`config.mk`:
```
export PLATFORM = sky130hd
export DESIGN_NAME = track_jump_ctrl
export DESIGN_NICKNAME = d
export VERILOG_FILES = /design/src/rtl/tjc_pkg.sv /design/src/rtl/tjc_zc_filter.sv /design/src/rtl/tjc_interval.sv /design/src/rtl/track_jump_ctrl.sv
export SDC_FILE = /design/constraint.sdc
export NUM_CORES = 1
export LEC_CHECK = 0
export BUFFER_PORTS_ARGS = -buffer_cell sky130_fd_sc_hd__buf_2
export CELL_PAD_IN_SITES_DETAIL_PLACEMENT = 1
export CELL_PAD_IN_SITES_GLOBAL_PLACEMENT = 1
export CORE_ASPECT_RATIO = 0.6
export CORE_MARGIN = 2
export CORE_UTILIZATION = 25
export CTS_CLUSTER_SIZE = 30
export DETAILED_ROUTE_END_ITERATION = 12
export GPL_TIMING_DRIVEN = 0
export PLACE_DENSITY = 0.54
export SYNTH_ARGS = -nofsm -noshare
export SYNTH_HDL_FRONTEND = slang
export SYNTH_HIERARCHICAL = 1
export SYNTH_SLANG_ARGS = --single-unit
export TNS_END_PERCENT = 20
```
`constraint.sdc`:
```
create_clock -name clk -period 3.6 [get_ports clk]
set_input_delay 0.72 -clock clk [delete_from_list [all_inputs] [get_ports clk]]
set_output_delay 0.72 -clock clk [all_outputs]
set_load 0.005 [all_outputs]
```
`src/rtl/tjc_pkg.sv`:
```
package tjc_pkg;
  typedef enum logic [1:0] {ST_IDLE, ST_KICK, ST_BRAKE, ST_WAIT} tjc_state_e;
  typedef enum logic [1:0] {K_NONE, K_TRACK, K_SLED, K_REPEAT} tjc_kind_e;
  localparam logic [7:0] OP_TRACK  = 8'h05;
  localparam logic [7:0] OP_SLED   = 8'h06;
  localparam logic [7:0] OP_REPEAT = 8'h07;
  localparam logic [7:0] OP_COUNT  = 8'h0B;
endpackage

```
`src/rtl/tjc_zc_filter.sv`:
```
module tjc_zc_filter #(
  parameter int SYNC_STAGES = 2
) (
  input  logic clk,
  input  logic rst,
  input  logic zc_in,
  output logic edge_o
);
  logic [SYNC_STAGES-1:0] chain;
  logic held, filt;
  logic s_last;

  for (genvar i = 0; i < SYNC_STAGES; i++) begin : g_sync
    if (i == 0) begin : g_first
      always_ff @(posedge clk)
        if (rst) chain[i] <= 1'b0;
        else     chain[i] <= zc_in;
    end else begin : g_next
      always_ff @(posedge clk)
        if (rst) chain[i] <= 1'b0;
        else     chain[i] <= chain[i-1];
    end
  end

  assign s_last = chain[SYNC_STAGES-1];

  always_ff @(posedge clk) begin
    if (rst) begin
      held   <= 1'b0;
      filt   <= 1'b0;
      edge_o <= 1'b0;
    end else begin
      held   <= s_last;
      edge_o <= (s_last == held) && s_last && !filt;
      if (s_last == held) filt <= s_last;
    end
  end

  // an accepted edge is never followed by another in the next cycle
  assert_edge_isolated_R6: assert property (@(posedge clk) disable iff (rst)
    edge_o |=> !edge_o);
endmodule

```
`src/rtl/tjc_interval.sv`:
```
module tjc_interval #(
  parameter int DIV_W = 16
) (
  input  logic             clk,
  input  logic             rst,
  input  logic             run,
  input  logic             tick,
  input  logic [DIV_W-1:0] div,
  output logic             expire
);
  logic [DIV_W-1:0] ivl;

  always_ff @(posedge clk) begin
    if (rst || !run) ivl <= '0;
    else if (tick)   ivl <= ivl + 1'b1;
  end

  assign expire = run && tick && (div != '0) && (ivl == div - 1'b1);
endmodule

```
`src/rtl/track_jump_ctrl.sv`:
```
module track_jump_ctrl
  import tjc_pkg::*;
#(
  parameter int CNT_W  = 16,
  parameter int UP_W   = 7,
  parameter int LO_W   = 8,
  parameter int DIV_W  = 16,
  parameter int SYNC_N = 2
) (
  input  logic             clk,
  input  logic             rst,
  input  logic             cmd_valid,
  input  logic [7:0]       cmd_code,
  input  logic [7:0]       cmd_arg,
  input  logic             abort,
  input  logic             tzc_in,
  input  logic             fs_tick,
  input  logic [DIV_W-1:0] rpt_div,
  output logic             kick,
  output logic             brake,
  output logic             done,
  output logic             jump_dir,
  output logic             sled_mode,
  output logic [CNT_W-1:0] remaining,
  output logic [CNT_W-1:0] track_pos
);
  localparam int PAD_W = CNT_W - UP_W - LO_W;

  tjc_state_e state;
  tjc_kind_e  kind, pend_kind;
  logic             armed, pend_dir;
  logic [UP_W-1:0]  pend_up;
  logic [CNT_W-1:0] target, half_q;
  logic             zc_edge, expire;
  logic             is_move, is_count, load;
  logic [CNT_W-1:0] tgt_next;

  tjc_zc_filter #(.SYNC_STAGES(SYNC_N)) u_filt (
    .clk(clk), .rst(rst), .zc_in(tzc_in), .edge_o(zc_edge));

  tjc_interval #(.DIV_W(DIV_W)) u_ivl (
    .clk(clk), .rst(rst), .run(state == ST_WAIT), .tick(fs_tick),
    .div(rpt_div), .expire(expire));

  assign is_move  = cmd_valid && (cmd_code == OP_TRACK || cmd_code == OP_SLED ||
                                  cmd_code == OP_REPEAT);
  assign is_count = cmd_valid && (cmd_code == OP_COUNT);
  assign load     = is_count && armed;
  assign tgt_next = {{PAD_W{1'b0}}, pend_up, cmd_arg[LO_W-1:0]};

  always_ff @(posedge clk) begin
    if (rst) begin
      state <= ST_IDLE; kind <= K_NONE; pend_kind <= K_NONE;
      armed <= 1'b0; pend_dir <= 1'b0; pend_up <= '0;
      target <= '0; half_q <= '0; remaining <= '0; track_pos <= '0;
      jump_dir <= 1'b0; done <= 1'b0;
    end else begin
      done <= 1'b0;
      if (abort) begin
        state <= ST_IDLE; armed <= 1'b0; remaining <= '0;
      end else if (load) begin
        target    <= tgt_next;
        half_q    <= tgt_next >> 1;
        remaining <= tgt_next;
        jump_dir  <= pend_dir;
        kind      <= pend_kind;
        armed     <= 1'b0;
        state     <= (tgt_next == '0) ? ST_IDLE : ST_KICK;
        done      <= (tgt_next == '0);
      end else begin
        if (is_move) begin
          armed     <= 1'b1;
          pend_dir  <= cmd_arg[7];
          pend_up   <= cmd_arg[UP_W-1:0];
          pend_kind <= tjc_kind_e'(cmd_code[1:0]);
        end
        case (state)
          ST_KICK, ST_BRAKE: if (zc_edge) begin
            remaining <= remaining - 1'b1;
            track_pos <= jump_dir ? track_pos + 1'b1 : track_pos - 1'b1;
            if (remaining == {{(CNT_W-1){1'b0}}, 1'b1}) begin
              done  <= 1'b1;
              state <= (kind == K_REPEAT && rpt_div != '0) ? ST_WAIT : ST_IDLE;
            end else if (remaining - 1'b1 <= half_q) begin
              state <= ST_BRAKE;
            end
          end
          ST_WAIT: begin
            if (rpt_div == '0) state <= ST_IDLE;
            else if (expire) begin
              remaining <= target;
              state     <= ST_KICK;
            end
          end
          default: ;
        endcase
      end
    end
  end

  assign kick      = (state == ST_KICK);
  assign brake     = (state == ST_BRAKE);
  assign sled_mode = (kind == K_SLED) && (state == ST_KICK || state == ST_BRAKE);

  // while a move runs, the count moves by at most one track per cycle
  assert_single_step_R5: assert property (@(posedge clk) disable iff (rst)
    ((state == ST_KICK || state == ST_BRAKE) && !abort && !is_count)
    |=> (remaining == $past(remaining) || remaining == $past(remaining) - 1'b1));
  // completion only with an empty count
  assert_done_empty_R8: assert property (@(posedge clk) disable iff (rst)
    done |-> (remaining == '0 && !kick && !brake));
  // braking happens only in the second half of the move
  assert_brake_half_R7: assert property (@(posedge clk) disable iff (rst)
    brake |-> (remaining != '0 && remaining <= half_q));
  // abort ends every phase in the next cycle
  assert_abort_stops_R10: assert property (@(posedge clk) disable iff (rst)
    abort |=> (!kick && !brake && remaining == '0));
  // a zero spacing leaves the wait state without restarting
  assert_no_repeat_R11: assert property (@(posedge clk) disable iff (rst)
    (state == ST_WAIT && rpt_div == '0 && !abort && !cmd_valid) |=> state == ST_IDLE);
endmodule

```
* After elaboration in Yosys (flattened, before gate mapping)
Index checks and enable logic that the tools add are counted.
** Storage, ports and cells
- Register bits :: 99
- Input port bits :: 38
- Logic and storage cells :: 96
- Output and inout bits :: 37
** Cells by class
- Add/subtract/negate cells :: 5
- Equality and inequality tests :: 20
- Order comparisons :: 1
- Muxes and demuxes :: 19
- Reduce and logical (&&, ||, !) cells :: 30
- Bitwise gates (word level) :: 2
** Operator list (count)
- $mux 16 :: 4
- $sub 16x1->16 const B :: 3
- $add 16x1->16 const B :: 2
- $logic_not 16->1 :: 2
- $pmux 16 s2 :: 1
- $eq 8x3->1 const B :: 3
- $eq 16x1->1 const B :: 1
- $eq 16x16->1 :: 1
- $le 16x14->1 :: 1
- $reduce_and 4->1 :: 4
- $reduce_bool 16->1 :: 1
- $mux 15 :: 1
- $mux 2 :: 7
- $logic_and 1x1->1 :: 10
- $eq 2x2->1 const B :: 4
- $eq 8x4->1 const B :: 1
- $ne 4x4->1 const B :: 2
- $ne 3x3->1 const B :: 2
- $mux 1 :: 5
- $logic_or 1x1->1 :: 4
- $ne 2x2->1 const B :: 2
- $pmux 2 s2 :: 1
- $reduce_or 2->1 :: 2
- $ne 3x2->1 const B :: 1
- other kinds (10) :: 12

* Logic depth before layout (Yosys ltp)
Gate-level depths: netlist of run 1.
- Depth after elaboration :: 8
- Mapped depth :: 14
- Depth with buffers taken out :: 14

* Cells and area by module
The synthesis of run 1 kept the hierarchy.
** Modules (own cells, without submodules)
- track_jump_ctrl :: seq. area each 1281.2 sq um, times used 1, area each 4096.4 sq um, cells an instance 523
- tjc_interval :: seq. area each 320.3 sq um, times used 1, area each 1268.7 sq um, cells an instance 157
- tjc_zc_filter :: seq. area each 100.1 sq um, times used 1, area each 157.7 sq um, cells an instance 12

* Least setup slack after synthesis of run 1
Ideal clock, no wire load.
- Kind :: input -> register
- From :: in rpt_div[2]
- To :: reg remaining[2]
- Setup slack :: 0.152 ns
- Cell stages on the path :: 13
- Setup time :: 0.086 ns
- Arrival :: 3.362 ns
- Data required time :: 3.514 ns
- Buffers on the path :: 2
- Cells stage by stage :: or3_1 -> buf_6 -> or4_4 -> xnor2_1 -> o221ai_1 -> a21oi_1 -> a2111oi_2 -> nand2_1 -> a21o_1 -> clkbuf_1 -> a211oi_1 -> a21oi_1 -> a211oi_1
** Between the ends
- Word-level cells in the longest chain between the ends :: 5
- Elaborated cells between the ends (all ways) :: 9
- Those cells by class :: 1 x add/sub; 3 x eq/ne; 5 x reduce/logical
** RTL lines
- start: declaration :: line track_jump_ctrl.sv:18 : input logic [DIV_W-1:0] rpt_div,
- $sub 16x1->16 / $reduce_bool 16->1 (equally long branches) :: line tjc_interval.sv:18 : assign expire = run && tick && (div != '0) && (ivl == div - 1'b1);
- $eq 16x16->1 / $logic_and 1x1->1 (equally long branches) :: line tjc_interval.sv:18
- $logic_and 1x1->1 * :: line tjc_interval.sv:18
- via expire :: line track_jump_ctrl.sv:34 : logic zc_edge, expire;
- $ne 3x3->1 (no source line) *
- $reduce_and 4->1 (no source line) *
- end signal: assignment :: line track_jump_ctrl.sv:64 : remaining <= tgt_next;
- end signal: assignment :: line track_jump_ctrl.sv:79 : remaining <= remaining - 1'b1;
- end signal: assignment :: line track_jump_ctrl.sv:91 : remaining <= target;
- end: declaration :: line track_jump_ctrl.sv:24 : output logic [CNT_W-1:0] remaining,
Mark *: on every way through the listed nets, which the timed path passes. The rest lies on a longest branch.
A chain may end at the register's enable or synchronous reset.

* Worst setup path in the final report of run 1
- From :: in rpt_div[2]
- To :: reg state[1]
** Between the ends
- Elaborated cells between the ends (all ways) :: 15
- Those cells by class :: 1 x add/sub; 2 x eq/ne; 6 x mux; 6 x reduce/logical
** RTL lines
- $sub 16x1->16 / $reduce_bool 16->1 (equally long branches) :: line tjc_interval.sv:18
- $eq 16x16->1 / $logic_and 1x1->1 (equally long branches) :: line tjc_interval.sv:18
- $logic_and 1x1->1 * :: line tjc_interval.sv:18
- via expire :: line track_jump_ctrl.sv:34
- $ne 4x4->1 (no source line) *
- $reduce_and 4->1 (no source line) *
- end signal: assignment :: line track_jump_ctrl.sv:68 : state <= (tgt_next == '0) ? ST_IDLE : ST_KICK;
- end signal: assignment :: line track_jump_ctrl.sv:83 : state <= (kind == K_REPEAT && rpt_div != '0) ? ST_WAIT : ST_IDLE;
- end: declaration :: line track_jump_ctrl.sv:29 : tjc_state_e state;
Mark *: on every way through the listed nets, which the timed path passes. The rest lies on a longest branch. The select of a mux whose other input is x is not followed.

==> flow_metrics.env, run 1 <==
export IMPL_status="completed"
export IMPL_final_area_um2=6810
export IMPL_whs_ns=0.436
export IMPL_layout_commonest_cell="dfxtp_1"
export IMPL_synth_yosys_seq_area_share_pct=30.8
export IMPL_timing_fmax_ghz=0.286
export IMPL_grt_max_degree=16
export IMPL_crit_buf_inv=3
export IMPL_synth_warnings=6
export IMPL_place_congestion=0.817
export IMPL_crit_fanout=8
export IMPL_htreeDepth=3
export IMPL_first_iter_violations=223
export IMPL_min_to="u_filt/edge_o$_SDFF_PP0_"
export IMPL_die_width_um=196
export IMPL_ir_drop_v=0.000235
export IMPL_finalClockSkew_ns=0.00884
export IMPL_start_util_pct=25.3
export IMPL_hp_start="u_filt/filt$_SDFFE_PP0N_"
export IMPL_cts_sinks=85
export IMPL_r2r_start="remaining[2]$_SDFFE_PP0P_"
export IMPL_leakagePower_nw=2.52
export IMPL_worst_path_stages=14
export IMPL_timing_rr_end="state[1]$_SDFFE_PP0P_"
export IMPL_track_usage_pct=16.9
export IMPL_grt_pass1_vias=5269
export IMPL_clock_latency_ns=0.35
export IMPL_r2r_slack_ns=0.11
export IMPL_startpoint_type="input pin"
export IMPL_die_height_um=119
export IMPL_synth_top_area_share_pct=30.8
export IMPL_async_flop_share_pct=0
export IMPL_drc=0
export IMPL_die_area_um2=23300
export IMPL_syn_inst=692
export IMPL_crit_family="simple AND/OR/NAND/NOR gates"
export IMPL_min_period_ns=3.50
export IMPL_totalWireLength_mm=19.1
export IMPL_final_cell_mix="dfxtp_1 (84), nand2_1 (80), nor2_1 (75)"
export IMPL_numCtsBuffers=9
export IMPL_synth_area_um2=5520
export IMPL_crit_chain="clkbuf_4 > or3_4 > buf_6 > or4_4 > xnor2_2 > o221ai_2 > a21oi_2 > a2111oi_4 > inv_1 > a31oi_4 > o21a_1 > a31oi_4 > or3_1 > a21oi_2"
export IMPL_io_buffers=73
export IMPL_maxSlewViolCount=0
export IMPL_ys_ff_latch=85
export IMPL_finalSetupViolations=0
export IMPL_yosys_top_cells_area="dfxtp_1 (31%), ha_1 (8.2%), a21oi_1 (5.8%)"
export IMPL_synth_nets=767
export IMPL_synth_edf_count=0
export IMPL_cts_clk_slew_worst_paths_ns=0.07
export IMPL_r2r_cells=13
export IMPL_crit_type="input pin to flip-flop"
export IMPL_vias_per_cell=4.94
export IMPL_hold_class="flip-flop to flip-flop"
export IMPL_ios=75
export IMPL_fp_coreArea_um2=21900
export IMPL_cts_tree="yes"
export IMPL_dp_hpwl_mm=14.9
export IMPL_drtPass1Iterations=4
export IMPL_antenna_found_initial=3
export IMPL_grt_first_pass_wirelength_mm=30.4
export IMPL_nets=859
export IMPL_maxCapViolCount=0
export IMPL_ant_nets=0
export IMPL_max_stage_delay_ns=0.58
export IMPL_vias=5323
export IMPL_gr_total_overflow=0
export IMPL_dpl_cell_area_um2=6250
export IMPL_cts_buffer_depth=2
export IMPL_grt_setup_unrepaired="yes"
export IMPL_yosysTopAreaCell="dfxtp_1"
export IMPL_syn_area_per_cell_um2=7.98
export IMPL_drive_gt1_share_pct=19.0
export IMPL_synth_flop_cell="dfxtp_1"
export IMPL_crit_required_ns=3.88
export IMPL_powerDensity_nw_per_um2=302
export IMPL_tightest_slew_ns=0.960
export IMPL_finalCritPeriodShare_pct=97.2
export IMPL_cts_hold_fix_buffers=0
export IMPL_ys_types=62
export IMPL_critPathArrivalTime_ns=3.78
export IMPL_clockRootBuffer="clkbuf_16"
export IMPL_maxSlewHeadroom_pct=35.8
export IMPL_fill_cells=2631
export IMPL_slowest_stage="or4_4"
export IMPL_hold_depth=1
export IMPL_hold_viol_final=0
export IMPL_worstSetupEndpointType="flip-flop"
export IMPL_area_growth_pct=23.3
export IMPL_row_count=42
export IMPL_post_drt_wl_per_cell_um=17.8
[cells in the mapped netlist, types with 3 or more instances]
cell type / instances
nand2_1: 81
nand2b_1: 4
a211oi_1: 12
o211ai_1: 7
nor4_1: 10
a211o_1: 5
clkbuf_1: 24
o21ai_0: 32
or2_2: 3
nand3b_1: 7
nor2b_1: 8
nand3_1: 12
buf_2: 3
nor4b_1: 3
inv_1: 26
a311oi_1: 6
or4_4: 4
mux2i_1: 15
or3_1: 10
dfxtp_1: 85
ha_1: 36
nor2_1: 75
o31ai_1: 3
nor3b_1: 3
o311ai_0: 4
nand4_1: 15
and3_1: 3
a31oi_1: 7
xor2_1: 23
xnor2_1: 26
a21oi_1: 64
nor3_1: 21
or4_1: 4
a21o_1: 11
o21a_1: 5
[sequential cells by signal, summed over array words and instances (netlist names), 2 cells and up]
register	flops
half_q	14
track_pos	16
u_ivl/ivl	16
pend_up	7
kind	2
remaining	16
state	2
pend_kind	2
[routing by layer]
metal / GRT usage [%] / wire (um)
met1: 26.9 / 10500
met2: 23.1 / 7510
met3: 3.43 / 1030
met4: 2.56 / 94
met5: 0 / 0
[cells by family (layout without fill, tap and decap cells)]
| logic type | after synthesis | count (layout) | synth area share [%] |
|---|---|---|---|
| adders and majority gates | 37 | 37 | 8.52 |
| other | 0 | 2 | 0 |
| and+or+nand+nor | 276 | 276 | 25.5 |
| muxes | 17 | 17 | 3.13 |
| DFF | 85 | 85 | 30.8 |
| buffers and inverters | 57 | 154 | 4.21 |
| AOI/OAI and AO/OA | 171 | 171 | 20.1 |
| xor gates and xnor gates | 49 | 49 | 7.77 |
[power breakdown]
| group | internal [W] | switching (W) | total (W) |
|---|---|---|---|
| sequential | 0.000942 | 0.000000905 | 0.000942 |
| clock | 0.000564 | 0.000433 | 0.000997 |
| combinational | 0.0000419 | 0.0000742 | 0.000116 |
[per-stage QoR]
stage	utilization (%)	TNS [ns]	power [W]	std cells	worst slack [ns]
after floorplan	-	0	0.00101	692	0.152
after global placement	28.6	-7.87	0.00108	1051	-0.717
after detailed placement	28.6	-8.72	0.00108	1051	-0.804
after CTS	30.3	-0.218	0.00209	1067	-0.0761
after global routing	31.1	-0.152	0.00213	1076	-0.0631
final	31.1	0	0.00206	1077	0.103
[area by class of cell]
| class | instances | area (um2) | area share [%] |
|---|---|---|---|
| multi-input combinational | 550 | 3760 | 55.2 |
| sequential | 85 | 1700 | 25.0 |
| timing repair buffer | 81 | 428 | 6.28 |
| tap | 286 | 358 | 5.26 |
| clock buffer | 10 | 239 | 3.51 |
| buffer | 31 | 149 | 2.19 |
| inverter | 26 | 97.6 | 1.43 |
| clock inverter | 6 | 70.1 | 1.03 |
| antenna | 2 | 5.00 | 0.0735 |
[worst max path at each step]
stage	slack, ns	startpoint	end
global route	-0.06	rpt_div[2]	state[1]$_SDFFE_PP0P_
finish	0.10	rpt_div[2]	state[1]$_SDFFE_PP0P_
global placement	-0.72	rpt_div[0]	remaining[6]$_SDFFE_PP0P_
CTS	-0.08	rpt_div[0]	remaining[6]$_SDFFE_PP0P_
detailed placement	-0.80	rpt_div[0]	remaining[6]$_SDFFE_PP0P_
floorplan	0.15	rpt_div[2]	remaining[2]$_SDFFE_PP0P_
[what timing repair did]
item	in CTS	in global routing
setup endpoints to repair	14	19
setup buffers	0	8
pin swaps	1	15
gates resized for setup	12	30
Power figures use the tool's default switching activity.
==> run 2, diff against run 1 <==
SYNTH_HIERARCHICAL = default   (was 1)
==> run 2 against run 1 <==
  * Worst setup slack better by 0.0030 ns
  * Combinational power is essentially flat
  * First-iteration DRC count increased by 32%
  * Clock skew shrank 0.0015 ns
  * Synthesized cell count grew 3.9%
  * Power grew 3.2%
  * Clock power increased by 6%
  * Largest power group unchanged
==> flow_metrics.env, run 2 <==
export IMPL_setup_ws_ns=0.106
export IMPL_first_iter_violations=294
export IMPL_ant_nets=0
export IMPL_clock_latency_ns=0.36
export IMPL_post_drt_wl_per_cell_um=18.0
export IMPL_ios=75
export IMPL_drtPass1Iterations=4
export IMPL_synth_top_area_share_pct=30.0
export IMPL_hp_start="u_filt.filt$_SDFFE_PP0N_"
export IMPL_gr_total_overflow=0
export IMPL_start_util_pct=25.6
export IMPL_max_stage_delay_ns=0.61
export IMPL_synth_flop_cell="dfxtp_1"
export IMPL_r2r_cells=12
export IMPL_p_int_w=0.00162
export IMPL_ir_drop_v=0.000217
export IMPL_grt_first_pass_wirelength_mm=31.5
export IMPL_r2r_start="remaining[5]$_SDFFE_PP0P_"
export IMPL_crit_required_ns=3.81
export IMPL_p_switching_w=0.000503
export IMPL_crit_chain="buf_2 > inv_1 > ha_2 > or4b_2 > nor4_2 > xnor2_1 > nand4_1 > a2111o_1 > o21ai_4 > buf_12 > mux2i_4 > a211oi_1"
export IMPL_synth_most_common_cell="nand2_1"
export IMPL_cts_sinks=85
export IMPL_synth_xor_area_share_pct=8.57
export IMPL_place_congestion=0.803
export IMPL_slowest_stage="or4b_2"
export IMPL_crit_type="input pin to flip-flop"
export IMPL_area_growth_pct=21.8
export IMPL_dpl_cell_area_um2=6410
export IMPL_row_count=42
export IMPL_crit_fanout=10
export IMPL_worst_path_stages=12
export IMPL_maxSlewViolCount=0
export IMPL_die_width_um=199
export IMPL_cts_clk_slew_worst_paths_ns=0.07
export IMPL_maxSlewHeadroom_pct=20.2
export IMPL_grt_max_degree=16
export IMPL_finalClockSkew_ns=0.00731
export IMPL_finalCritPeriodShare_pct=97.1
export IMPL_numCtsBuffers=9
export IMPL_startpoint_type="input pin"
export IMPL_synthMuxAreaShare_pct=5.18
export IMPL_whs_ns=0.434
export IMPL_vias=5458
export IMPL_status="completed"
export IMPL_layout_commonest_cell="nand2_1"
export IMPL_synthAdderAreaFrac_pct=8.51
export IMPL_tightest_slew_ns=1.19
export IMPL_hold_viol_final=0
export IMPL_fin_util_pct=31.2
export IMPL_final_cell_mix="nand2_1 (86), dfxtp_1 (84), nor2_1 (72)"
export IMPL_drc=0
export IMPL_diodes=0
export IMPL_htreeDepth=3
export IMPL_crit_start="rpt_div[0]"
export IMPL_grt_pass1_vias=5196
export IMPL_track_usage_pct=17.4
export IMPL_p_clk_share_pct=50.1
export IMPL_hold_depth=1
export IMPL_syn_area_per_cell_um2=7.90
export IMPL_die_area_um2=24000
export IMPL_min_period_ns=3.49
export IMPL_async_flop_share_pct=0
export IMPL_synth_area_um2=5680
export IMPL_yosys_top_cells_area="dfxtp_1 (30%), ha_1 (8.2%), nand2_1 (5.8%)"
export IMPL_final_area_um2=6910
export IMPL_synth_simple_gate_area_share_pct=25.5
export IMPL_syn_inst=719
export IMPL_synth_nets=795
export IMPL_drive_gt1_share_pct=15.5
export IMPL_setup_tns_ns=0
export IMPL_maxCapViolCount=0
export IMPL_io_buffers=70
export IMPL_totalWireLength_mm=20.1
export IMPL_nets=882
export IMPL_synth_top_family_by_area="simple AND/OR/NAND/NOR gates"
export IMPL_clockRootBuffer="clkbuf_16"
export IMPL_critPathArrivalTime_ns=3.70
export IMPL_die_height_um=121
export IMPL_dp_hpwl_mm=15.5
export IMPL_cts_buffer_depth=2
export IMPL_crit_family="simple AND/OR/NAND/NOR gates"
export IMPL_synth_warnings=0
export IMPL_synth_edf_count=0
export IMPL_worstSetupEndpointType="flip-flop"
export IMPL_leakagePower_nw=2.58
export IMPL_post_place_ws_ns=-0.600
export IMPL_cts_hold_fix_buffers=0
export IMPL_biggestRegsByFlops="remaining (16), track_pos (16), u_ivl.ivl (16)"
export IMPL_p_comb_share_pct=5.5
export IMPL_antenna_found_initial=1
export IMPL_cts_tree="yes"
export IMPL_synthTopCellsByCount="nand2_1 (87), dfxtp_1 (85), nor2_1 (72), a21oi_1 (64), ha_1 (37)"
export IMPL_yosysTopAreaCell="dfxtp_1"
export IMPL_finalSetupViolations=0
export IMPL_fp_coreArea_um2=22200
export IMPL_vias_per_cell=4.88
export IMPL_ys_ff_latch=85
export IMPL_synth_yosys_seq_area_share_pct=30.0
export IMPL_sequentialPowerShare_pct=44.5
export IMPL_powerDensity_nw_per_um2=307
export IMPL_crit_buf_inv=3
export IMPL_swShare_pct=23.7
export IMPL_hold_class="flip-flop to flip-flop"
export IMPL_timing_fmax_ghz=0.286
export IMPL_synth_compound_area_share_pct=17.6
export IMPL_ys_types=64
## run 2: worst reg2reg max path: cells and delay by family, from the launching register on
kind,cells,cell delay [ns]
AND/OR/NAND/NOR,7,2.06
flip-flops,1,0.40
AO/OA/AOI/OAI,3,0.38
adder cells (fa/ha/maj),1,0.31
XOR/XNOR,1,0.16
## run 2: kinds of logic after synthesis
family | Yosys count
flops | 85
fa+ha+maj | 38
buf+inv | 67
mux | 29
xor+xnor | 54
simple gates | 294
compound gates | 152
## run 2: layer usage
layer  share of wire (%)  vias to the layer above  routed length (um)  track usage [%]
met5               0.065                        -                  13                0
met4                0.52                        2                 104             2.94
met3                 4.8                       11                 964             4.41
met2                  38                       90                7650             22.6
met1                  57                     2613               11400             28.0
li1                    -                     2742                   -                -
## run 2: power groups by stage
stage	clock (W)	combinational (W)	sequential (W)
after detailed placement	0	0.000114	0.000964
after global routing	0.00113	0.000127	0.000942
after global placement	0	0.000114	0.000964
final	0.00106	0.000116	0.000943
after CTS	0.00109	0.000116	0.000943
after floorplan	0	0.0000565	0.000964
## run 2: repair_timing
action,in CTS,in global routing
pin swaps,2,4
endpoints found under the setup margin,12,12
gates resized for setup,12,14
buffers inserted,1,5
## run 2: area by class of cell
class / count / area [um2]
Timing Repair Buffer: 76 / 395
Fill cell: 2720 / 15300
Inverter: 35 / 131
Sequential cell: 85 / 1700
Tap cell: 308 / 385
Clock buffer: 12 / 246
Clock inverter: 4 / 80.1
Buffer: 32 / 145
Multi-Input combinational cell: 567 / 3830
## run 2: per-stage QoR
stage	instances	power (W)
final	1119	0.00212
after global routing	1119	0.00220
after CTS	1114	0.00215
after detailed placement	1097	0.00108
after global placement	1097	0.00108
after floorplan	719	0.00102
## run 2: worst paths after layout
kind	endpoint	slack, ns
worst max-delay path	remaining[5]$_SDFFE_PP0P_	0.11
worst min-delay path	u_filt.edge_o$_SDFF_PP0_	0.43
worst max register to register	state[0]$_SDFFE_PP0P_	0.22
worst min register to register	u_filt.edge_o$_SDFF_PP0_	0.43
